<file path="src/rtl/csu_pkg.sv">
package csu_pkg;
    parameter int PAGE_W = 4;
    parameter int ADDR_W = 6;
    parameter int DEPTH  = 4;
    localparam int PC_W  = PAGE_W + ADDR_W;

    typedef struct packed {
        logic [PAGE_W-1:0] page;
        logic [ADDR_W-1:0] addr;
    } pc_t;

    typedef enum logic [2:0] {
        OP_NONE, OP_ADV, OP_SETF, OP_LPU, OP_CALL, OP_RET, OP_IRQ
    } op_e;

    typedef enum logic [1:0] {STK_HOLD, STK_PUSH, STK_POP} stk_e;

    // advance within the address field; the page never changes
    function automatic pc_t pc_step(pc_t p);
        pc_t r;
        r = p;
        r.addr = p.addr + 1'b1;
        return r;
    endfunction
endpackage

</file>
<file path="src/rtl/csu_decode.sv">
module csu_decode import csu_pkg::*; (
    input  logic i_adv,
    input  logic i_setf,
    input  logic i_lpu,
    input  logic i_call,
    input  logic i_ret,
    input  logic i_irq,
    output op_e  op
);
    // fixed precedence when several strobes arrive together
    always_comb begin
        if (i_irq)       op = OP_IRQ;
        else if (i_ret)  op = OP_RET;
        else if (i_call) op = OP_CALL;
        else if (i_lpu)  op = OP_LPU;
        else if (i_setf) op = OP_SETF;
        else if (i_adv)  op = OP_ADV;
        else             op = OP_NONE;
    end
endmodule

</file>
<file path="src/rtl/csu_stack.sv">
module csu_stack import csu_pkg::*; (
    input  logic clk,
    input  logic rst,
    input  stk_e cmd,
    input  pc_t  push_val,
    output pc_t  lvl [DEPTH]
);
    pc_t st_q [DEPTH];

    for (genvar i = 0; i < DEPTH; i++) begin : g_lvl
        pc_t from_above;
        pc_t from_below;
        if (i == 0) begin : g_top
            assign from_above = push_val;
        end else begin : g_mid
            assign from_above = st_q[i-1];
        end
        if (i == DEPTH - 1) begin : g_last
            assign from_below = st_q[i];
        end else begin : g_inner
            assign from_below = st_q[i+1];
        end

        always_ff @(posedge clk) begin
            if (rst) begin
                st_q[i] <= '0;
            end else begin
                case (cmd)
                    STK_PUSH: st_q[i] <= from_above;
                    STK_POP:  st_q[i] <= from_below;
                    default:  st_q[i] <= st_q[i];
                endcase
            end
        end
        assign lvl[i] = st_q[i];
    end

    assert_push_top_R4: assert property (@(posedge clk) disable iff (rst)
        cmd == STK_PUSH |=> st_q[0] == $past(push_val));
    assert_push_shift_R4: assert property (@(posedge clk) disable iff (rst)
        cmd == STK_PUSH |=> st_q[DEPTH-1] == $past(st_q[DEPTH-2]));
    assert_pop_bottom_R8: assert property (@(posedge clk) disable iff (rst)
        cmd == STK_POP |=> st_q[DEPTH-1] == $past(st_q[DEPTH-1]));
endmodule

</file>
<file path="src/rtl/csu_seq.sv">
module csu_seq import csu_pkg::*; (
    input  logic              clk,
    input  logic              rst,
    input  op_e               op,
    input  logic [ADDR_W-1:0] opnd,
    input  logic              flag_in,
    input  pc_t               st_top,
    output pc_t               pc_o,
    output logic              flag_o,
    output stk_e              stk_cmd,
    output pc_t               push_val
);
    pc_t               pc_q, pc_d;
    logic              flag_q, flag_d;
    logic              arm_q, arm_d;
    logic              skip_q, skip_d;
    logic [PAGE_W-1:0] page_q, page_d;

    always_comb begin
        pc_d     = pc_q;
        flag_d   = flag_q;
        arm_d    = 1'b0;
        skip_d   = 1'b0;
        page_d   = page_q;
        stk_cmd  = STK_HOLD;
        push_val = pc_step(pc_q);
        case (op)
            OP_NONE: begin
                arm_d  = arm_q;
                skip_d = skip_q;
            end
            OP_ADV: pc_d = pc_step(pc_q);
            OP_SETF: begin
                pc_d   = pc_step(pc_q);
                flag_d = flag_in;
            end
            OP_LPU: begin
                pc_d = pc_step(pc_q);
                if (flag_q) begin
                    arm_d  = 1'b1;
                    page_d = opnd[PAGE_W-1:0];
                end else begin
                    flag_d = 1'b1;
                    skip_d = 1'b1;
                end
            end
            OP_CALL: begin
                if (!flag_q || skip_q) begin
                    pc_d   = pc_step(pc_q);
                    flag_d = 1'b1;
                end else begin
                    stk_cmd   = STK_PUSH;
                    pc_d.page = arm_q ? page_q : '0;
                    pc_d.addr = opnd;
                end
            end
            OP_RET: begin
                stk_cmd = STK_POP;
                pc_d    = st_top;
            end
            OP_IRQ: begin
                stk_cmd   = STK_PUSH;
                push_val  = pc_q;
                pc_d.page = '0;
                pc_d.addr = opnd;
            end
            default: ;
        endcase
    end

    always_ff @(posedge clk) begin
        if (rst) begin
            pc_q   <= '0;
            flag_q <= 1'b1;
            arm_q  <= 1'b0;
            skip_q <= 1'b0;
            page_q <= '0;
        end else begin
            pc_q   <= pc_d;
            flag_q <= flag_d;
            arm_q  <= arm_d;
            skip_q <= skip_d;
            page_q <= page_d;
        end
    end

    assign pc_o   = pc_q;
    assign flag_o = flag_q;

    assert_skip_sets_flag_R5: assert property (@(posedge clk) disable iff (rst)
        (op == OP_CALL && !flag_q) |=> flag_q &&
        pc_q.addr == ADDR_W'($past(pc_q.addr) + 1'b1));
    assert_default_page_R3: assert property (@(posedge clk) disable iff (rst)
        (op == OP_CALL && flag_q && !skip_q && !arm_q) |=> pc_q.page == '0);
    assert_lpu_skip_R7: assert property (@(posedge clk) disable iff (rst)
        (op == OP_LPU && !flag_q) |=> flag_q);
    assert_adv_page_R2: assert property (@(posedge clk) disable iff (rst)
        op == OP_ADV |=> pc_q.page == $past(pc_q.page));
endmodule

</file>
<file path="src/rtl/call_stack_unit.sv">
module call_stack_unit import csu_pkg::*; (
    input  logic                  clk,
    input  logic                  rst,
    input  logic                  i_adv,
    input  logic                  i_setf,
    input  logic                  i_lpu,
    input  logic                  i_call,
    input  logic                  i_ret,
    input  logic                  i_irq,
    input  logic [ADDR_W-1:0]     i_opnd,
    input  logic                  i_flag,
    output logic [PC_W-1:0]       o_pc,
    output logic [DEPTH*PC_W-1:0] o_stack,
    output logic                  o_flag
);
    op_e  op;
    stk_e stk_cmd;
    pc_t  push_val;
    pc_t  pc;
    pc_t  lvl [DEPTH];

    csu_decode u_dec (
        .i_adv (i_adv),
        .i_setf(i_setf),
        .i_lpu (i_lpu),
        .i_call(i_call),
        .i_ret (i_ret),
        .i_irq (i_irq),
        .op    (op)
    );

    csu_seq u_seq (
        .clk     (clk),
        .rst     (rst),
        .op      (op),
        .opnd    (i_opnd),
        .flag_in (i_flag),
        .st_top  (lvl[0]),
        .pc_o    (pc),
        .flag_o  (o_flag),
        .stk_cmd (stk_cmd),
        .push_val(push_val)
    );

    csu_stack u_stk (
        .clk     (clk),
        .rst     (rst),
        .cmd     (stk_cmd),
        .push_val(push_val),
        .lvl     (lvl)
    );

    assign o_pc = pc;
    for (genvar i = 0; i < DEPTH; i++) begin : g_out
        assign o_stack[i*PC_W +: PC_W] = lvl[i];
    end

    assert_ret_target_R8: assert property (@(posedge clk) disable iff (rst)
        op == OP_RET |=> pc == $past(lvl[0]));
    assert_irq_flag_R9: assert property (@(posedge clk) disable iff (rst)
        op == OP_IRQ |=> o_flag == $past(o_flag));
endmodule

</file>
<file path="config.mk">
export PLATFORM = sky130hd
export DESIGN_NAME = call_stack_unit
export DESIGN_NICKNAME = d
export VERILOG_FILES = /design/src/rtl/csu_pkg.sv /design/src/rtl/csu_decode.sv /design/src/rtl/csu_stack.sv /design/src/rtl/csu_seq.sv /design/src/rtl/call_stack_unit.sv
export SDC_FILE = /design/constraint.sdc
export NUM_CORES = 1
export LEC_CHECK = 0
export CAP_MARGIN = 15
export CORE_MARGIN = 2
export CORE_UTILIZATION = 28
export CTS_CLUSTER_DIAMETER = 80
export CTS_CLUSTER_SIZE = 16
export DETAILED_ROUTE_END_ITERATION = 16
export GPL_ROUTABILITY_DRIVEN = 0
export PLACE_DENSITY = 0.59
export SLEW_MARGIN = 30
export SYNTH_ARGS = -nofsm -noshare
export SYNTH_HDL_FRONTEND = slang
export SYNTH_SLANG_ARGS = --single-unit
</file>
<file path="constraint.sdc">
create_clock -name clk -period 2.5 [get_ports clk]
set_input_delay 0.25 -clock clk [delete_from_list [all_inputs] [get_ports clk]]
set_output_delay 0.25 -clock clk [all_outputs]
set_load 0.02 [all_outputs]
</file>
==> results summary, run 1 <==
The fraction of layout cells with a size suffix above 1 came out at 0.122. The sum of internal, switching and leakage power is 2.49 mW. In the layout the commonest cells are sky130_fd_sc_hd__clkdlybuf4s50_1, sky130_fd_sc_hd__edfxtp_1, sky130_fd_sc_hd__nand2_1, sky130_fd_sc_hd__a22o_1. The combined flip-flop and latch cell area came out at 1540 µm². For this block, the routed nets add up to 7370 µm of wire. STA classifies the critical path startpoint as a register. The residual overflow from global routing came out at 0. The via count of the first global-routing pass is 2158. The antenna diode instance count is 0.

The worst endpoint data arrival time is 2.14 ns. The CTS sink count came out at 57. The number of synthesized flops with an enable pin is 40. The maximum vdd drop came out at 0.321 mV. The number of failing setup endpoints in the final timing report came out at 0. The normalized max-slew margin is 0.655. The upper clock frequency limit is 487 MHz. The final worst slack is 0.446 ns. The most numerous cell type found on the critical path is sky130_fd_sc_hd__nor2b_1. The final count of hold timing violations is 0. Final hold analysis gives a worst-case slack of 0.457 ns. The final net count is 332. Power spread over the standard cell area amounts to 661 nW/µm². Across the run, the number of max-cap violations was 0.

The maximum level of the CTS H-tree is 3. The synthesized area came out at 2700 µm². The reported leakage power came out at 1.41 nW. The count of input and output buffers is 65. The initial antenna violation count came out at 0. The signal on the critical path passes through and3b_1 -> a21o_4 -> ha_1 -> nor2b_1 -> nor2b_1 -> buf_4 -> a22o_1. The critical path endpoint category is a register. The warning count from the yosys run is 0. The half-perimeter wire length after detailed placement came out at 5420 µm. The pin count of the biggest net entering global routing is 21. After synthesis, the netlist uses 46 different library cells. The number of placed cells counting well taps is 432. In this run the worst hold path is classified as reg2reg. Counting every net in the synthesized netlist gives 257. The required time of the critical path is 2.58 ns. The count of state elements after synthesis is 57. The worst clock skew came out at 0.0129 ns. The die boundary width is 102 µm. The cts-stage hold buffer count is 0. The area of the core region came out at 9280 µm².

The gate family responsible for the most delay along the worst path is simple AND/OR/NAND/NOR gates. The worst setup slack for register-to-register paths came out at 0.45 ns. The routed length per placed instance came out at 16.5 µm. After synthesis, the share of flip-flops with an asynchronous set or reset is 0. The core occupancy in the finished layout came out at 0.406. In this run the mean area of a mapped cell was 11.3 µm². The total non-filler cell area in the finished layout is 3770 µm².

The run finished with clean final reports. The sequential element share of the synthesized area is 0.571. The final worst-path cycle share is 0.822.

The detail route stage leaves a number of antenna-violating nets equal to 0. The top-level port count is 66. The maximum fanout along the worst path came out at 12. The first routing iteration left 193 violations. The total CTS buffers came out at 9.

The prevailing post-synth register cell is sky130_fd_sc_hd__edfxtp_1. From bottom edge to top edge, the die measures 102 µm. Summed over all failing endpoints, the final setup total negative slack is 0 ns. The overall global routing resource usage came out at 0.151. The wire length of the first global-routing pass came out at 11700 µm.

The slowest stage of the critical path is the sky130_fd_sc_hd__dfxtp_1 cell. The clock transition at the registers of the reported paths is 0.06 ns. The critical path's largest stage delay is 0.39 ns.

Summing over every cut layer, the via total after detailed routing is 2191. Counting the fill cells in the layout gives 930. Summing all multi-input logic gate instances after layout gives 1090 µm². The worst-case clock buffer depth is 2. TritonCTS built the clock tree. The transition time of the tightest slew-check pin came out at 0.515 ns. At the placement stage, the worst setup path has a slack of 0.171 ns.

The detailed-router iteration count before antenna repair is 4. The number of placement rows came out at 35. Setup repair after global routing left no endpoint under its margin. The buffering stage count on the worst path with inverters included came out at 1.

The max-slew violation total from the final report came to 0. The critical path in this run is classified as reg2reg. The most frequent standard cell in the layout excluding fill and tap cells is sky130_fd_sc_hd__clkdlybuf4s50_1. Relative to the synthesized area, the layout overhead comes to 39.7%. The number of buffers added for setup after CTS came out at 0. The root buffer cell is sky130_fd_sc_hd__clkbuf_8. Synthesis handed over a netlist of 239 instances.

The area of the die is 10400 µm². Dividing the detail-routed via count by the number of cells gives 4.89. The worst path in the final design needs a cycle of 2.05 ns, including I/O delays and setup. The finished layout holds 448 standard cells, fillers aside. The area of placed instances is 3580 µm². For this run, design rule violations remaining after detail routing come to 0. The quantity of gates resized following cts is 0. The insertion delay of the later-clocked pin in the worst-skew pair is 0.33 ns. The initial utilization of the core area, before any placement, comes to 0.291.
## final timing paths
check                                                   end  cells after the start                       from
worst min-delay path               u_seq.arm_q$_SDFFE_PP0P_                      2   u_seq.arm_q$_SDFFE_PP0P_
worst max-delay path            u_stk.st_q[0][12]$_DFFE_PP_                      7  u_seq.skip_q$_SDFFE_PP0P_
worst min register to register     u_seq.arm_q$_SDFFE_PP0P_                      2   u_seq.arm_q$_SDFFE_PP0P_
worst max register to register  u_stk.st_q[0][12]$_DFFE_PP_                      7  u_seq.skip_q$_SDFFE_PP0P_
## layer usage
metal,global-route usage,routed length [µm],up-vias
li1,-,-,1045
met3,0.0445,477,7
met1,0.207,3330,1070
met4,0.0513,82,0
met5,0,0,-
met2,0.231,3480,69
## flip-flops by register name (all words and copies together) (netlist names)
name          cells
u_seq.arm_q       1
u_seq.skip_q      1
u_seq.flag_o      1
u_seq.pc_o       10
u_seq.page_q      4
u_stk.st_q       40
## cells in the mapped netlist, types with 3 or more instances
library cell / instances / area (µm²)
sky130_fd_sc_hd__nor3_1: 4 / 20.0
sky130_fd_sc_hd__xor2_1: 3 / 26.3
sky130_fd_sc_hd__a21oi_1: 17 / 85.1
sky130_fd_sc_hd__nand2_1: 27 / 101
sky130_fd_sc_hd__a22o_1: 20 / 175
sky130_fd_sc_hd__nor2b_1: 3 / 18.8
sky130_fd_sc_hd__clkbuf_1: 8 / 30.0
sky130_fd_sc_hd__nor2_1: 17 / 63.8
sky130_fd_sc_hd__and2_1: 11 / 68.8
sky130_fd_sc_hd__dfxtp_1: 17 / 340
sky130_fd_sc_hd__mux2i_1: 4 / 40.0
sky130_fd_sc_hd__xnor2_1: 3 / 26.3
sky130_fd_sc_hd__o32ai_1: 3 / 26.3
sky130_fd_sc_hd__nor4_1: 3 / 18.8
sky130_fd_sc_hd__inv_1: 3 / 11.3
sky130_fd_sc_hd__nand2b_1: 7 / 43.8
sky130_fd_sc_hd__nand3_1: 4 / 20.0
sky130_fd_sc_hd__a221oi_1: 5 / 43.8
sky130_fd_sc_hd__buf_2: 4 / 20.0
sky130_fd_sc_hd__a222oi_1: 4 / 40.0
sky130_fd_sc_hd__ha_1: 3 / 37.5
sky130_fd_sc_hd__edfxtp_1: 40 / 1200
## worst register-to-register path, delay by kind of cell (launching register included)
family	cells	cell delay, ns
AND/OR/NAND/NOR	3	0.53
AO/OA/AOI/OAI	2	0.48
flip-flops	1	0.39
adder cells (fa/ha/maj)	1	0.24
buffers and inverters	1	0.18
## power breakdown
part / total [mW] / internal, mW / switching (mW) / leakage, nW
sequential: 1.18 / 1.10 / 0.0766 / 0.566
clock: 0.849 / 0.483 / 0.365 / 0.100
combinational: 0.462 / 0.222 / 0.240 / 0.739
total: 2.49 / 1.81 / 0.682 / 1.41
## cell families after synthesis
logic type      synth area share
xor+xnor                  0.0195
mux                       0.0232
compound gates             0.177
buf+inv                   0.0283
flops                      0.571
simple gates               0.167
fa+ha+maj                 0.0139
## area by class of cell
cell class,count,share of cell area
inverter,4,0.00399
sequential,57,0.409
clock inverter,4,0.0120
timing repair buffer,78,0.205
tap,129,0.0428
clock buffer,12,0.0385
multi-input combinational,164,0.288
No activity file was read; power rests on OpenSTA's default activity.
==> run 2, diff against run 1 <==
PLACE_DENSITY = 0.57   (was 0.59)
clock period = 1.95 ns   (was 2.5 ns; I/O delays follow)
==> run 2 against run 1 <==
Compared with the run above: combinational power is 39% higher; clock power is 25% higher; sequential cell count stayed put; largest cell class unchanged; sequential share of layout area is 1.8 points lower; utilization is 2.0 points higher; highest routed layer unchanged; global-route usage is 0.083 points higher; first-iteration DRC count is 33% lower; register-to-register slack worse by 0.38 ns; final area is 4.9% higher.
==> results summary, run 2 (synthesis results as in run 1) <==
The worst hold margin is 0.468 ns (was 0.457 ns). The number of placed cells counting well taps is 448 (was 432). The final worst-path cycle share is 0.966 (was 0.822).

The clock transition at the registers of the reported paths came to 0.07 ns (was 0.06 ns). The source of the worst hold timing path was u_seq.arm_q$_SDFFE_PP0P_ (unchanged). The cts-stage hold buffer count was 0 (unchanged). The detailed-router iteration count before antenna repair is 4 (unchanged). The pin count of the biggest net entering global routing was 23 (was 21). The logic depth of the worst register-to-register path came out at 7 (unchanged). The number of antenna-violating nets in the routed design came out at 0 (unchanged).

The half-perimeter wire length after detailed placement came out at 5580 µm (was 5420 µm). The maximum fanout along the worst path is 12 (unchanged). The destination of the worst register-to-register timing path was u_stk.st_q[0][11]$_DFFE_PP_ (was u_stk.st_q[0][12]$_DFFE_PP_). The critical path endpoint category is a register (unchanged). The area of the die came out at 10400 µm² (unchanged). The chip height came out at 102 µm (unchanged). The maximum level of the CTS H-tree came out at 3 (unchanged). The element type at the critical path start was a register (unchanged). The maximum vdd drop is 0.340 mV (was 0.321 mV). The total non-filler cell area in the finished layout came to 3950 µm² (was 3770 µm²). The number of inserted filler cells in the final layout is 931 (was 930).

The most frequent standard cell in the layout excluding fill and tap cells is sky130_fd_sc_hd__clkdlybuf4s50_1 (unchanged). The cell count of the worst hold path came to 2 (unchanged). The launch instance of the worst register-to-register path is u_seq.flag_o$_SDFFE_PP1P_ (was u_seq.skip_q$_SDFFE_PP0P_). The register with the highest flop count is u_stk.st_q (unchanged). Unrepaired setup endpoints after global routing: false (unchanged). The areal power density over the cells came out at 813 nW/µm² (was 661 nW/µm²). The count of input and output buffers is 65 (unchanged).

The root buffer cell is sky130_fd_sc_hd__clkbuf_8 (unchanged). The area of the core region was 9280 µm² (unchanged). Result of the run: complete, no violations (unchanged). The initial core utilization came out at 0.291 (unchanged). The worst-case clock buffer depth came out at 2 (unchanged). The critical path class is reg2reg (unchanged). The vias per cell came out at 4.83 (was 4.89). The insertion delay of the later-clocked pin in the worst-skew pair was 0.33 ns (about the same). The total negative slack is 0 ns (unchanged). The worst setup slack for register-to-register paths came to 0.07 ns (was 0.45 ns). The area of placed instances is 3750 µm² (was 3580 µm²). The flip-flop count of the largest register after layout is 40 (unchanged). The detailed-route wire length is 7480 µm (was 7370 µm).

The worst slack at placement came out at -0.246 ns (was 0.171 ns). The final count of hold timing violations is 0 (unchanged). The class of the most critical hold timing path is reg2reg (unchanged). The final non-filler cell total came out at 464 (was 448).

The wire length of the first global-routing pass is 11900 µm (was 11700 µm). The number of placement rows came out at 35 (unchanged). The initial antenna violation count is 0 (unchanged). The transition time of the tightest slew-check pin is 0.515 ns (about the same). The reported leakage power is 1.48 nW (was 1.41 nW).

The final critical-path required period came out at 1.88 ns (was 2.05 ns). The total CTS buffers came to 9 (unchanged). The fraction of layout cells with a size suffix above 1 came out at 0.188 (was 0.122). The overall global routing resource usage is 0.152 (was 0.151). The core occupancy in the finished layout came to 0.426 (was 0.406). The TritonCTS clock tree is built (unchanged). The antenna diode instance count is 0 (unchanged). The DRC violation count after routing is 0 (unchanged). The sum of internal, switching and leakage power is 3.21 mW (was 2.49 mW).

The required time of the critical path is 2.04 ns (was 2.58 ns). The area overhead of the layout relative to synthesis came out at 46.5% (was 39.7%). The number of failing setup endpoints in the final timing report came out at 0 (unchanged).

The normalized max-slew margin came out at 0.656 (was 0.655). The die boundary width came out at 102 µm (unchanged). The via count of the first global-routing pass came out at 2211 (was 2158). Most used cells in the layout excluding fill and tap cells: sky130_fd_sc_hd__clkdlybuf4s50_1, sky130_fd_sc_hd__edfxtp_1, sky130_fd_sc_hd__nand2_1, sky130_fd_sc_hd__buf_4, sky130_fd_sc_hd__a22o_1 (was sky130_fd_sc_hd__clkdlybuf4s50_1, sky130_fd_sc_hd__edfxtp_1, sky130_fd_sc_hd__nand2_1, sky130_fd_sc_hd__a22o_1). The DRC violation total after the first TritonRoute iteration is 129 (was 193). The hold-critical path endpoint is u_seq.arm_q$_SDFFE_PP0P_ (unchanged). The worst clock skew is 0.00677 ns (was 0.0129 ns).

The max-slew violation total from the final report came to 0 (unchanged). The launch point of the worst path is u_seq.flag_o$_SDFFE_PP1P_ (was u_seq.skip_q$_SDFFE_PP0P_). The number of max-cap violations came out at 0 (unchanged). The residual overflow from global routing came out at 0 (unchanged). The routed via count came out at 2240 (was 2191). The final worst slack came to 0.0658 ns (was 0.446 ns).

The upper clock frequency limit is 531 MHz (was 487 MHz). The CTS sink count came out at 57 (unchanged). The routed length per placed instance was 16.1 µm (was 16.5 µm). The final net count is 348 (was 332). The top-level port count came out at 66 (unchanged).

The worst endpoint data arrival time is 1.97 ns (was 2.14 ns).
## run 2: changes by cell type in the layout (fill, tap and decap cells not counted), moves of 2 or more
cell	change
sky130_fd_sc_hd__buf_6	+2
sky130_fd_sc_hd__ha_1	-2
sky130_fd_sc_hd__clkbuf_1	-2
sky130_fd_sc_hd__clkinv_2	-2
sky130_fd_sc_hd__ha_4	+2
sky130_fd_sc_hd__buf_4	+13
sky130_fd_sc_hd__dfxtp_1	-2
sky130_fd_sc_hd__clkinvlp_4	+2
sky130_fd_sc_hd__clkinv_1	+3
## run 2: timing repair
item                       CTS  global route
setup endpoints to repair    0            17
resized for setup            0             6
buffers inserted             0             0
## run 2: per-layer routing
metal | track usage | share of wire | wire length (µm) | up-vias
met4 | 0.0492 | 0.0092 | 69 | 0
met5 | 0 | 0 | 0 | -
met3 | 0.0349 | 0.058 | 431 | 7
li1 | - | - | - | 1081
met2 | 0.228 | 0.46 | 3430 | 73
met1 | 0.218 | 0.48 | 3560 | 1079
## run 2: how the worst max path moves through the flow
stage	slack, ns	to	cells after the start
after CTS	0.04	u_stk.st_q[0][12]$_DFFE_PP_	7
after global placement	-0.21	u_stk.st_q[1][8]$_SDFFCE_PN0P_	6
after detailed placement	-0.25	u_stk.st_q[0][11]$_DFFE_PP_	8
after global routing	0.001	u_stk.st_q[0][12]$_DFFE_PP_	7
final	0.07	u_stk.st_q[0][11]$_DFFE_PP_	7
after floorplan	0.003	u_stk.st_q[0][9]$_DFFE_PP_	8
## run 2: area by class of cell
cell class                 count  area, µm²  area share
timing repair buffer          94        913       0.231
multi-input combinational    164       1130       0.286
inverter                       4       15.0     0.00380
sequential                    57       1550       0.391
clock inverter                 7       61.3      0.0155
clock buffer                   9        124      0.0313
tap                          129        161      0.0408
## run 2: worst max-delay path, cell delays in order (launching register included)
cell	delay (ns)
sky130_fd_sc_hd__dfxtp_4	0.34
sky130_fd_sc_hd__and3b_2	0.23
sky130_fd_sc_hd__a21o_4	0.22
sky130_fd_sc_hd__ha_4	0.16
sky130_fd_sc_hd__nor2b_1	0.13
sky130_fd_sc_hd__nor2b_2	0.17
sky130_fd_sc_hd__buf_6	0.14
sky130_fd_sc_hd__a22o_1	0.23
## run 2: power by group
group,switching [mW],internal (mW)
Clock,0.487,0.574
Sequential,0.0965,1.41
Combinational,0.322,0.319
==> run 3, diff against run 2 <==
SLEW_MARGIN = not set   (was 30)
==> results of run 3 <==
No change in the layout: final DEF, timing and power equal those of run 2.
